**config.mk**
```make
export PLATFORM = sky130hd
export DESIGN_NAME = uart_char_tx
export DESIGN_NICKNAME = d
export VERILOG_FILES = /design/src/rtl/uart_tx_pkg.sv /design/src/rtl/uart_tx_cmd.sv /design/src/rtl/uart_tx_fifo.sv /design/src/rtl/uart_tx_serializer.sv /design/src/rtl/uart_char_tx.sv
export SDC_FILE = /design/constraint.sdc
export NUM_CORES = 1
export LEC_CHECK = 0
export ABC_AREA = 1
export BUFFER_PORTS_ARGS = -buffer_cell sky130_fd_sc_hd__buf_4
export CORE_ASPECT_RATIO = 0.9
export CORE_MARGIN = 3
export CORE_UTILIZATION = 46
export DETAILED_ROUTE_END_ITERATION = 8
export SLEW_MARGIN = 10
export SYNTH_ARGS = -nofsm -noshare
export SYNTH_HDL_FRONTEND = slang
export SYNTH_SLANG_ARGS = --single-unit
```
**constraint.sdc**
```tcl
create_clock -name clk -period 5.14 [get_ports clk]
set_clock_uncertainty 0.05 [all_clocks]
set_input_delay 1.028 -clock clk [delete_from_list [all_inputs] [get_ports clk]]
set_output_delay 1.028 -clock clk [all_outputs]
set_load 0.03 [all_outputs]
```
**src/rtl/uart_tx_pkg.sv**
```systemverilog
package uart_tx_pkg;

    localparam int MODE_W      = 8;
    localparam int CHAR_W      = 8;
    localparam int CMD_W       = 9;

    localparam int CMD_TX_RST  = 1;
    localparam int CMD_TX_EN   = 4;
    localparam int CMD_TX_DIS  = 5;
    localparam int CMD_BRK_ON  = 7;
    localparam int CMD_BRK_OFF = 8;

    typedef enum logic [2:0] {
        ST_IDLE,
        ST_START,
        ST_DATA,
        ST_PARITY,
        ST_STOP
    } tx_state_e;

    typedef enum logic [1:0] {
        PK_EVEN,
        PK_ODD,
        PK_SPACE,
        PK_MARK
    } par_kind_e;

    typedef enum logic [1:0] {
        SB_ONE,
        SB_ONE_HALF,
        SB_TWO
    } stop_len_e;

    typedef struct packed {
        logic [3:0] nbits;
        logic       par_on;
        par_kind_e  par_kind;
        stop_len_e  stop_len;
    } frame_cfg_t;

    // Fields of the mode word; bit 0 is not part of the frame format.
    function automatic frame_cfg_t decode_mode(input logic [MODE_W-1:1] m);
        frame_cfg_t c;
        if (!m[2])      c.nbits = 4'd8;
        else if (!m[1]) c.nbits = 4'd7;
        else            c.nbits = 4'd6;
        c.par_on   = !m[5];
        c.par_kind = par_kind_e'(m[4:3]);
        unique case (m[7:6])
            2'b01:   c.stop_len = SB_ONE_HALF;
            2'b10:   c.stop_len = SB_TWO;
            default: c.stop_len = SB_ONE;
        endcase
        return c;
    endfunction

endpackage

```
**src/rtl/uart_tx_cmd.sv**
```systemverilog
module uart_tx_cmd
    import uart_tx_pkg::*;
(
    input  logic             clk,
    input  logic             rst_n,
    input  logic             cmd_valid,
    input  logic [CMD_W-1:0] cmd_word,
    output logic             tx_en,
    output logic             brk_on,
    output logic             tx_flush
);

    logic tx_en_q;
    logic brk_q;
    logic cmd_unused;

    // Receiver and reserved bits are accepted but have no effect here.
    assign cmd_unused = ^{cmd_word[0], cmd_word[2], cmd_word[3], cmd_word[6]};

    always_ff @(posedge clk or negedge rst_n) begin
        if (!rst_n) begin
            tx_en_q <= 1'b0;
            brk_q   <= 1'b0;
        end else if (cmd_valid) begin
            if (cmd_word[CMD_TX_DIS])      tx_en_q <= 1'b0;
            else if (cmd_word[CMD_TX_EN])  tx_en_q <= 1'b1;
            if (cmd_word[CMD_BRK_OFF])     brk_q   <= 1'b0;
            else if (cmd_word[CMD_BRK_ON]) brk_q   <= 1'b1;
        end
    end

    always_comb begin
        tx_en    = tx_en_q;
        brk_on   = brk_q;
        tx_flush = cmd_valid && cmd_word[CMD_TX_RST];
    end

    AST_DIS_WINS: assert property (@(posedge clk) disable iff (!rst_n)
        (cmd_valid && cmd_word[CMD_TX_DIS]) |=> !tx_en);

    AST_BRK_RELEASE: assert property (@(posedge clk) disable iff (!rst_n)
        (cmd_valid && cmd_word[CMD_BRK_OFF]) |=> !brk_on);

endmodule

```
**src/rtl/uart_tx_fifo.sv**
```systemverilog
module uart_tx_fifo #(
    parameter int DEPTH    = 8,
    parameter int NEAR_GAP = 2,
    parameter int W        = 8
) (
    input  logic         clk,
    input  logic         rst_n,
    input  logic         flush,
    input  logic         wr_en,
    input  logic [W-1:0] wr_data,
    input  logic         rd_en,
    output logic [W-1:0] rd_data,
    output logic         empty,
    output logic         full,
    output logic         near_full,
    output logic         ovf
);

    localparam int AW = (DEPTH > 1) ? $clog2(DEPTH) : 1;
    localparam int CW = $clog2(DEPTH + 1);

    logic [W-1:0]  mem_q [DEPTH];
    logic [AW-1:0] wr_ptr_q;
    logic [AW-1:0] rd_ptr_q;
    logic [CW-1:0] cnt_q;
    logic          ovf_q;
    logic          push;
    logic          pop;

    function automatic logic [AW-1:0] ptr_next(input logic [AW-1:0] p);
        return (p == AW'(DEPTH - 1)) ? '0 : p + AW'(1);
    endfunction

    always_comb begin
        push = wr_en && !full && !flush;
        pop  = rd_en && !empty && !flush;
    end

    always_ff @(posedge clk) begin
        if (push) mem_q[wr_ptr_q] <= wr_data;
    end

    always_ff @(posedge clk or negedge rst_n) begin
        if (!rst_n) begin
            wr_ptr_q <= '0;
            rd_ptr_q <= '0;
            cnt_q    <= '0;
            ovf_q    <= 1'b0;
        end else begin
            ovf_q <= wr_en && full;
            if (flush) begin
                wr_ptr_q <= '0;
                rd_ptr_q <= '0;
                cnt_q    <= '0;
            end else begin
                if (push) wr_ptr_q <= ptr_next(wr_ptr_q);
                if (pop)  rd_ptr_q <= ptr_next(rd_ptr_q);
                unique case ({push, pop})
                    2'b10:   cnt_q <= cnt_q + CW'(1);
                    2'b01:   cnt_q <= cnt_q - CW'(1);
                    default: cnt_q <= cnt_q;
                endcase
            end
        end
    end

    always_comb begin
        rd_data   = mem_q[rd_ptr_q];
        empty     = (cnt_q == '0);
        full      = (cnt_q == CW'(DEPTH));
        near_full = (cnt_q >= CW'(DEPTH - NEAR_GAP));
        ovf       = ovf_q;
    end

    AST_NO_OVERFLOW: assert property (@(posedge clk) disable iff (!rst_n)
        (wr_en && full && !rd_en && !flush) |=> $stable(cnt_q));

    AST_OVF_EVENT: assert property (@(posedge clk) disable iff (!rst_n)
        (wr_en && full) |=> ovf);

    AST_FLAGS_EXCL: assert property (@(posedge clk) disable iff (!rst_n)
        !(empty && full));

endmodule

```
**src/rtl/uart_tx_serializer.sv**
```systemverilog
module uart_tx_serializer
    import uart_tx_pkg::*;
#(
    parameter int OVS = 16
) (
    input  logic              clk,
    input  logic              rst_n,
    input  logic              abort,
    input  logic              go_ok,
    input  logic              tick,
    input  logic [MODE_W-1:0] mode_word,
    input  logic              fifo_empty,
    input  logic [CHAR_W-1:0] fifo_data,
    output logic              pop,
    output logic              line_bit,
    output logic              active
);

    localparam int CNT_W = $clog2(2 * OVS);
    localparam int IDX_W = $clog2(CHAR_W);
    localparam logic [CNT_W-1:0] BIT_LAST  = CNT_W'(OVS - 1);
    localparam logic [CNT_W-1:0] HALF_LAST = CNT_W'(OVS + OVS / 2 - 1);
    localparam logic [CNT_W-1:0] TWO_LAST  = CNT_W'(2 * OVS - 1);

    tx_state_e         state_q, state_d;
    logic [CNT_W-1:0]  cnt_q, cnt_d;
    logic [IDX_W-1:0]  idx_q, idx_d;
    logic [CHAR_W-1:0] sh_q, sh_d;
    logic              par_q, par_d;
    frame_cfg_t        cfg_q, cfg_d;

    frame_cfg_t        cfg_new;
    logic [CHAR_W-1:0] len_mask;
    logic [CHAR_W-1:0] masked;
    logic              par_new;
    logic [CNT_W-1:0]  stop_last;
    logic              start_ok;
    logic              mode_unused;

    assign mode_unused = mode_word[0];

    // Format and parity of the next character, fixed at load time.
    always_comb begin
        cfg_new  = decode_mode(mode_word[MODE_W-1:1]);
        len_mask = {CHAR_W{1'b1}} >> (4'd8 - cfg_new.nbits);
        masked   = fifo_data & len_mask;
        unique case (cfg_new.par_kind)
            PK_EVEN:  par_new = ^masked;
            PK_ODD:   par_new = ~^masked;
            PK_SPACE: par_new = 1'b0;
            default:  par_new = 1'b1;
        endcase
        unique case (cfg_q.stop_len)
            SB_ONE_HALF: stop_last = HALF_LAST;
            SB_TWO:      stop_last = TWO_LAST;
            default:     stop_last = BIT_LAST;
        endcase
        start_ok = (state_q == ST_IDLE) && go_ok && !fifo_empty && !abort;
    end

    // Next state and datapath.
    always_comb begin
        state_d = state_q;
        cnt_d   = cnt_q;
        idx_d   = idx_q;
        sh_d    = sh_q;
        par_d   = par_q;
        cfg_d   = cfg_q;
        unique case (state_q)
            ST_IDLE: begin
                if (start_ok) begin
                    state_d = ST_START;
                    cnt_d   = '0;
                    idx_d   = '0;
                    sh_d    = fifo_data;
                    par_d   = par_new;
                    cfg_d   = cfg_new;
                end
            end
            ST_START: begin
                if (tick) begin
                    if (cnt_q == BIT_LAST) begin
                        cnt_d   = '0;
                        state_d = ST_DATA;
                    end else begin
                        cnt_d = cnt_q + CNT_W'(1);
                    end
                end
            end
            ST_DATA: begin
                if (tick) begin
                    if (cnt_q == BIT_LAST) begin
                        cnt_d = '0;
                        sh_d  = sh_q >> 1;
                        if ({1'b0, idx_q} == cfg_q.nbits - 4'd1) begin
                            state_d = cfg_q.par_on ? ST_PARITY : ST_STOP;
                        end else begin
                            idx_d = idx_q + IDX_W'(1);
                        end
                    end else begin
                        cnt_d = cnt_q + CNT_W'(1);
                    end
                end
            end
            ST_PARITY: begin
                if (tick) begin
                    if (cnt_q == BIT_LAST) begin
                        cnt_d   = '0;
                        state_d = ST_STOP;
                    end else begin
                        cnt_d = cnt_q + CNT_W'(1);
                    end
                end
            end
            ST_STOP: begin
                if (tick) begin
                    if (cnt_q == stop_last) begin
                        cnt_d   = '0;
                        state_d = ST_IDLE;
                    end else begin
                        cnt_d = cnt_q + CNT_W'(1);
                    end
                end
            end
            default: state_d = ST_IDLE;
        endcase
        if (abort) begin
            state_d = ST_IDLE;
            cnt_d   = '0;
        end
    end

    // State register.
    always_ff @(posedge clk or negedge rst_n) begin
        if (!rst_n) begin
            state_q <= ST_IDLE;
            cnt_q   <= '0;
            idx_q   <= '0;
            sh_q    <= '0;
            par_q   <= 1'b0;
            cfg_q   <= '0;
        end else begin
            state_q <= state_d;
            cnt_q   <= cnt_d;
            idx_q   <= idx_d;
            sh_q    <= sh_d;
            par_q   <= par_d;
            cfg_q   <= cfg_d;
        end
    end

    // Outputs.
    always_comb begin
        pop    = start_ok;
        active = (state_q != ST_IDLE);
        unique case (state_q)
            ST_START:  line_bit = 1'b0;
            ST_DATA:   line_bit = sh_q[0];
            ST_PARITY: line_bit = par_q;
            default:   line_bit = 1'b1;
        endcase
    end

    AST_TICK_HOLD: assert property (@(posedge clk) disable iff (!rst_n)
        (!tick && !abort && state_q != ST_IDLE) |=> $stable(state_q));

    AST_POP_STARTS: assert property (@(posedge clk) disable iff (!rst_n)
        pop |=> (state_q == ST_START));

endmodule

```
**src/rtl/uart_char_tx.sv**
```systemverilog
module uart_char_tx
    import uart_tx_pkg::*;
#(
    parameter int FIFO_DEPTH = 8,
    parameter int NEAR_GAP   = 2,
    parameter int OVS        = 16
) (
    input  logic              clk,
    input  logic              rst_n,
    input  logic [MODE_W-1:0] mode_word,
    input  logic              baud_tick,
    input  logic              cmd_valid,
    input  logic [CMD_W-1:0]  cmd_word,
    input  logic              wr_valid,
    input  logic [CHAR_W-1:0] wr_data,
    output logic              txd,
    output logic              fifo_empty,
    output logic              fifo_full,
    output logic              fifo_near_full,
    output logic              tx_active,
    output logic              tx_overflow
);

    logic              tx_en;
    logic              brk_on;
    logic              tx_flush;
    logic              pop;
    logic [CHAR_W-1:0] head;
    logic              line_bit;

    uart_tx_cmd u_cmd (
        .clk      (clk),
        .rst_n    (rst_n),
        .cmd_valid(cmd_valid),
        .cmd_word (cmd_word),
        .tx_en    (tx_en),
        .brk_on   (brk_on),
        .tx_flush (tx_flush)
    );

    uart_tx_fifo #(
        .DEPTH   (FIFO_DEPTH),
        .NEAR_GAP(NEAR_GAP),
        .W       (CHAR_W)
    ) u_fifo (
        .clk      (clk),
        .rst_n    (rst_n),
        .flush    (tx_flush),
        .wr_en    (wr_valid),
        .wr_data  (wr_data),
        .rd_en    (pop),
        .rd_data  (head),
        .empty    (fifo_empty),
        .full     (fifo_full),
        .near_full(fifo_near_full),
        .ovf      (tx_overflow)
    );

    uart_tx_serializer #(
        .OVS(OVS)
    ) u_ser (
        .clk       (clk),
        .rst_n     (rst_n),
        .abort     (tx_flush),
        .go_ok     (tx_en && !brk_on),
        .tick      (baud_tick),
        .mode_word (mode_word),
        .fifo_empty(fifo_empty),
        .fifo_data (head),
        .pop       (pop),
        .line_bit  (line_bit),
        .active    (tx_active)
    );

    always_comb begin
        txd = brk_on ? 1'b0 : line_bit;
    end

    AST_BREAK_LOW: assert property (@(posedge clk) disable iff (!rst_n)
        (cmd_valid && cmd_word[CMD_BRK_ON] && !cmd_word[CMD_BRK_OFF]) |=> !txd);

    AST_RESET_ABANDON: assert property (@(posedge clk) disable iff (!rst_n)
        (cmd_valid && cmd_word[CMD_TX_RST]) |=> (!tx_active && fifo_empty));

    AST_IDLE_HIGH: assert property (@(posedge clk) disable iff (!rst_n)
        (!tx_active && !brk_on) |-> txd);

endmodule

```
## Word level (Yosys, flattened, before mapping)

Memory sizes are Yosys's and may differ from the RTL's.
Index checks and enable logic that the tools add are counted.

- Input bits: 30
- RAM bits: 64
- Flip-flop bits (word level): 40
- Memories: 1
- Output and inout port bits: 6

Memory list:

| memory | words | width | read ports | clocked after memory_dff | wr ports | RTL line | text |
|---|---|---|---|---|---|---|---|
| u_fifo.mem_q | 8 | 8 | 1 | 0 | 1 | uart_tx_fifo.sv:22 | `logic [W-1:0] mem_q [DEPTH];` |

- Eq/ne operators: 33
- Magnitude comparators: 1
- Bitwise logic cells: 1
- Add/sub/neg operators: 8
- Reduce and logical (&&, ||, !) cells: 36
- Shifts and indexed selects: 1
- Mux-type cells: 50

Operators by type and width:

| cell | number |
|---|---|
| two-way mux 3 bit | 22 |
| two-way mux 5 bit | 6 |
| two-way mux 8 bit | 3 |
| inequality test 3 x 1 -> 1 bit, second input constant | 6 |
| case mux 8 bit (2 select lines) | 1 |
| inequality test 3 x 2 -> 1 bit, second input constant | 5 |
| case mux 3 bit (5 select lines) | 1 |
| case mux 5 bit (3 select lines) | 1 |
| logical AND 1 bit | 10 |
| case mux 5 bit (2 select lines) | 1 |
| AND reduction 10 bit | 1 |
| nonzero test 2 bit | 5 |
| adder 3 x 1 -> 3 bit, second input constant | 3 |
| equality test 3 bit, second input constant | 3 |
| bitwise AND 8 bit | 1 |
| equality test 2 x 1 -> 1 bit, second input constant | 4 |
| equality test 2 bit, second input constant | 4 |
| two-way mux 1 bit | 8 |
| two-way mux 4 bit | 2 |
| case mux 4 bit (2 select lines) | 1 |
| AND reduction 4 bit | 2 |
| XNOR reduction 8 bit | 1 |
| parity 8 bit | 1 |
| >> shifter 8 x 4 -> 8 bit, first input constant | 1 |
| 25 further kinds | 37 |

## Longest topological paths before layout

- Word-level depth: 10
- Depth in mapped cells: 18
- Gate-level depth less buffers: 17

## Cells and area by module

From an unflattened synthesis, not the netlist that was laid out.

- Cells, all modules: 556
- Area, all modules: 5,131.2 um^2

Modules (own cells, without submodules):

| module | cells an instance | instances | area an instance (um^2) |
|---|---|---|---|
| uart_tx_fifo | 284 | 1 | 3,228.1 |
| uart_tx_serializer | 252 | 1 | 1,785.5 |
| uart_tx_cmd | 16 | 1 | 102.6 |
| uart_char_tx | 4 | 1 | 15.0 |

## Worst setup path after synthesis

Ideal clock, no wire load.

- Path type: flip-flop to output port
- From: register u_ser.state_q[1]
- To: output txd
- Path slack: 2,373 ps
- Arrival: 1,689 ps
- Stages on the path, launching flop included: 8
- Cells stage by stage: dfrtp_1 > inv_1 > nor2_2 > nand2_2 > inv_1 > clkbuf_1 > nand2_1 > a31oi_1

- Cells in the longest elaborated chain, start to end: 3
- Elaborated cells on any way between the ends: 5
- Classes of those cells: 3 x eq/ne; 2 x mux

Ends and longest elaborated chain:

| item | RTL line | text |
|---|---|---|
| from (decl) | uart_tx_serializer.sv:25 | `tx_state_e state_q, state_d;` |
| from (signal assigned) | uart_tx_serializer.sv:143 | `state_q <= state_d;` |
| equality test 3 x 2 -> 1 bit / equality test 3 x 1 -> 1 bit (equally long branches) | uart_tx_serializer.sv:156 | `unique case (state_q)` |
| case mux 1 bit (3 select lines) (*) | uart_tx_serializer.sv:156 |  |
| two-way mux 1 bit (*) | uart_char_tx.sv:76 | `txd = brk_on ? 1'b0 : line_bit;` |
| to (decl) | uart_char_tx.sv:16 | `output logic txd,` |

Mark *: on every way between the ends. The rest lies on a longest branch, timed or not.

## Worst setup path in the final report

Ends and elaborated chain as after synthesis.

==> results.ini <==
[route]
routed_wl_um = 10920
routed_via_density = 4.947
drtIter0Drc = 282
wl_per_cell_um = 14.07
num_vias = 3839
dr.pass1.iters = 4
drc_errors = 0
ant_nets = 0

[job]
maxCapViolCount = 0

[clock_network]
postCtsHoldBufs = 0
ctsResizeCount = 0
insertion_delay_ps = 350
numCtsBuffers = 9
ctsLongestPathBuffers = 2
cts_max_level = 3
cts_setup_buffers = 0
cts.reportedPaths.clkPinSlew_ps = 70
cts.sinks = 103
cts_tree = built
cts-root-buf = clkbuf_16

[sta]
rsz0062_at_grt = no
min_period_ps = 3109
tightest_slew_ps = 992.8
drv_slew = 0
setup_viol = 0
fin_setup_tns_ps = 0
slew-limit-headroom_pct = 33.57
post-route-period-util_pct = 60.49
fmax_mhz = 321.6
finalHoldViolations = 0

[pwr]
powerDensity_nw_per_um2 = 515.4
power.share.clock_pct = 22.7
swShare_pct = 39.73
power_frac_comb_pct = 39.1
p_leak_nw = 2.716
p_sw_mw = 1.197
p_seq_share_pct = 38.2
vdd_drop_max_mv = 0.2703
internal_power_mw = 1.816

[setup_path]
crit_family = buffers and inverters
cp.arrival_ps = 2030
ff2ff_setup_slack_ps = 2590
worstPathRequired_ps = 4060
crit_path_cell_trace = inv_1 -> nor2_2 -> nand2_2 -> inv_1 -> nand2_1 -> a31oi_1 -> buf_4
worst_path_most_repeated_cell = inv_1
reg2reg_depth = 15
cp_slowest_cell = dfrtp_1
start_kind = flip-flop
cp-end-kind = primary output
crit_buf_inv = 3
reg2reg_to = u_ser.par_q$_DFFE_PN0P_
critPathKind = flip-flop to primary output
r2r-start = u_fifo.rd_ptr_q[1]$_DFFE_PN0P_
critPathMaxFanout = 14
max_stage_delay_ps = 430

[floorplan]
coreArea_um2 = 10950
die_w_um = 118.3
io_pins = 36
dieArea_um2 = 12680
die_h_um = 107.1
row_count = 36
start_util_pct = 47.74

[grt]
antenna_found_initial = 0
track_usage_pct = 18.47
grt_pass1_vias = 3724
grt_max_degree = 40
grt_pass1_wl_um = 18330
overflow = 0

[finish]
n_antenna_cell = 0
layout-drive-gt1-share_pct = 11.06
seq_area_um2 = 2898
nNetsFinal = 663
multiInputGateArea_um2 = 1881
syn_to_final_growth_pct = 11.88
fillerInstances = 1009
stdcell_count = 776

[logic_synthesis]
synth_top_family_by_area = simple AND/OR/NAND/NOR gates
synth_adder_area_share_pct = 3.496
synthArstFlopShare_pct = 37.86
syn_area_per_cell_um2 = 8.826
synth_mux_area_share_pct = 0
synth_fp_nets = 636
synth_cell_type_count = 38
synth_edf_count = 64
synth-simple-area-share_pct = 23.73
syn_area_um2 = 5225
synth_xor_xnor_area_share_pct = 1.341
yosys_warnings = 0
synthCells = 592
synth-seq-cells = 103
synth-compound-area-share_pct = 7.423
ys_seq_area_share_pct = 55.46
synthFlopType = edfxtp_1

[status]
status = finished clean

[min_path]
hold-path-endpoint = u_ser.cnt_q[0]$_DFFE_PN0P_
hp-class = flip-flop to flip-flop
hold_depth = 1
min_from = u_ser.cnt_q[0]$_DFFE_PN0P_

[placed_design]
place_inst = 760
hpwl_um = 7393
gp_congestion = 0.8424
portBuffers = 30

==> power by group through the flow <==
stage	combinational, mW	sequential, mW	clock, mW
after global routing	1.36	1.17	0.725
after CTS	1.19	1.15	0.695
final	1.18	1.15	0.684
after floorplan	0.948	1.14	0
after detailed placement	1.18	1.17	0
after global placement	1.16	1.16	0
==> cell families after synthesis <==
kind of cell	count (synthesis)
buf+inv	107
flops	103
compound gates	69
xor+xnor	8
simple gates	291
fa+ha+maj	14
==> metrics by stage <==
step / setup WS [ps] / area, µm² / util [%] / power (mW) / hold slack (ps)
2_1_floorplan: 2373 / 5225 / - / 2.084 / 399.7
3_3_place_gp: 1820 / 5548 / 50.69 / 2.327 / 423.5
3_5_place_dp: 1778 / 5548 / 50.69 / 2.350 / 426.4
4_1_cts: 2037 / 5846 / 53.41 / 3.035 / 446.1
5_1_grt: 1879 / 5846 / 53.41 / 3.261 / 481.4
6_report: 2031 / 5846 / 53.41 / 3.013 / 447.2
==> cell usage in the layout, fill, tap and decap left out, types with 3 or more instances in the layout <==
cell         n
a21oi_1     26
nand2_1    168
nor2_2       3
clkbuf_16    9
o21ai_1     13
ha_1        13
o31ai_1      4
a31oi_1      4
xor2_1       3
xnor2_1      5
nand2_2      4
nor2_1      49
inv_1       84
edfxtp_1    64
o21ai_0     14
o22ai_1      3
nor2_4       3
dfrtp_1     39
nand3_1     55
buf_4       31
inv_2        7
==> synth_stat cells, drive strengths merged (2+ instances only) <==
cell | instances | area [µm²]
nand2 | 174 | 678.1
inv | 91 | 341.6
edfxtp | 64 | 1922
nand3 | 55 | 275.3
nor2 | 55 | 236.5
dfrtp | 39 | 975.9
o21ai | 27 | 135.1
a21oi | 26 | 130.1
ha | 13 | 162.7
buf | 12 | 88.83
xnor2 | 5 | 43.79
a31oi | 4 | 25.02
o22ai | 4 | 31.28
o31ai | 4 | 30.03
clkbuf | 3 | 11.26
xor2 | 3 | 26.28
o211ai | 2 | 20.02
or2 | 2 | 12.51
==> final cells by class <==
type	instances	area share, %
tap	152	3.253
clock inverter	7	1.241
inverter	92	5.929
timing repair buffer	31	3.981
clock buffer	9	3.853
multi-input combinational	382	32.17
sequential	103	49.57
==> worst max path at each step <==
stage	startpoint	depth (start not counted)	slack [ps]	to
final	u_ser.state_q[1]$_DFFE_PN0P_	7	2030	txd
after floorplan	u_ser.state_q[1]$_DFFE_PN0P_	7	2370	txd
after global placement	cmd_valid	6	1820	u_fifo.mem_q[0][1]$_DFFE_PP_
after detailed placement	cmd_valid	6	1780	u_fifo.mem_q[0][3]$_DFFE_PP_
after CTS	u_ser.state_q[1]$_DFFE_PN0P_	7	2040	txd
after global routing	u_ser.state_q[1]$_DFFE_PN0P_	7	1880	txd
==> worst reg2reg max path: cells and delay by family (launching register included) <==
| family | cells | cell delay (ps) |
|---|---|---|
| and+or+nand+nor | 13 | 1100 |
| DFF | 1 | 870 |
| buffers and inverters | 2 | 430 |
==> flip-flops by register name, indices dropped and copies added (netlist names) <==
register and cells:
u_ser.idx_q 3, u_ser.cnt_q 5, u_ser.state_q 3, u_fifo.mem_q 64
u_cmd.brk_on 1, u_fifo.ovf 1, u_fifo.cnt_q 4, u_ser.cfg_q 6
u_ser.sh_q 8, u_fifo.rd_ptr_q 3, u_cmd.tx_en 1, u_fifo.wr_ptr_q 3
u_ser.par_q 1
==> metal layers <==
metal	up-vias	track usage, %	routed length (µm)
met3	7	4.589	601
li1	1965	-	-
met2	76	29.42	5023
met4	0	3.849	106
met1	1791	25.82	5185
met5	-	0	0
Power figures use the tool's default switching activity.
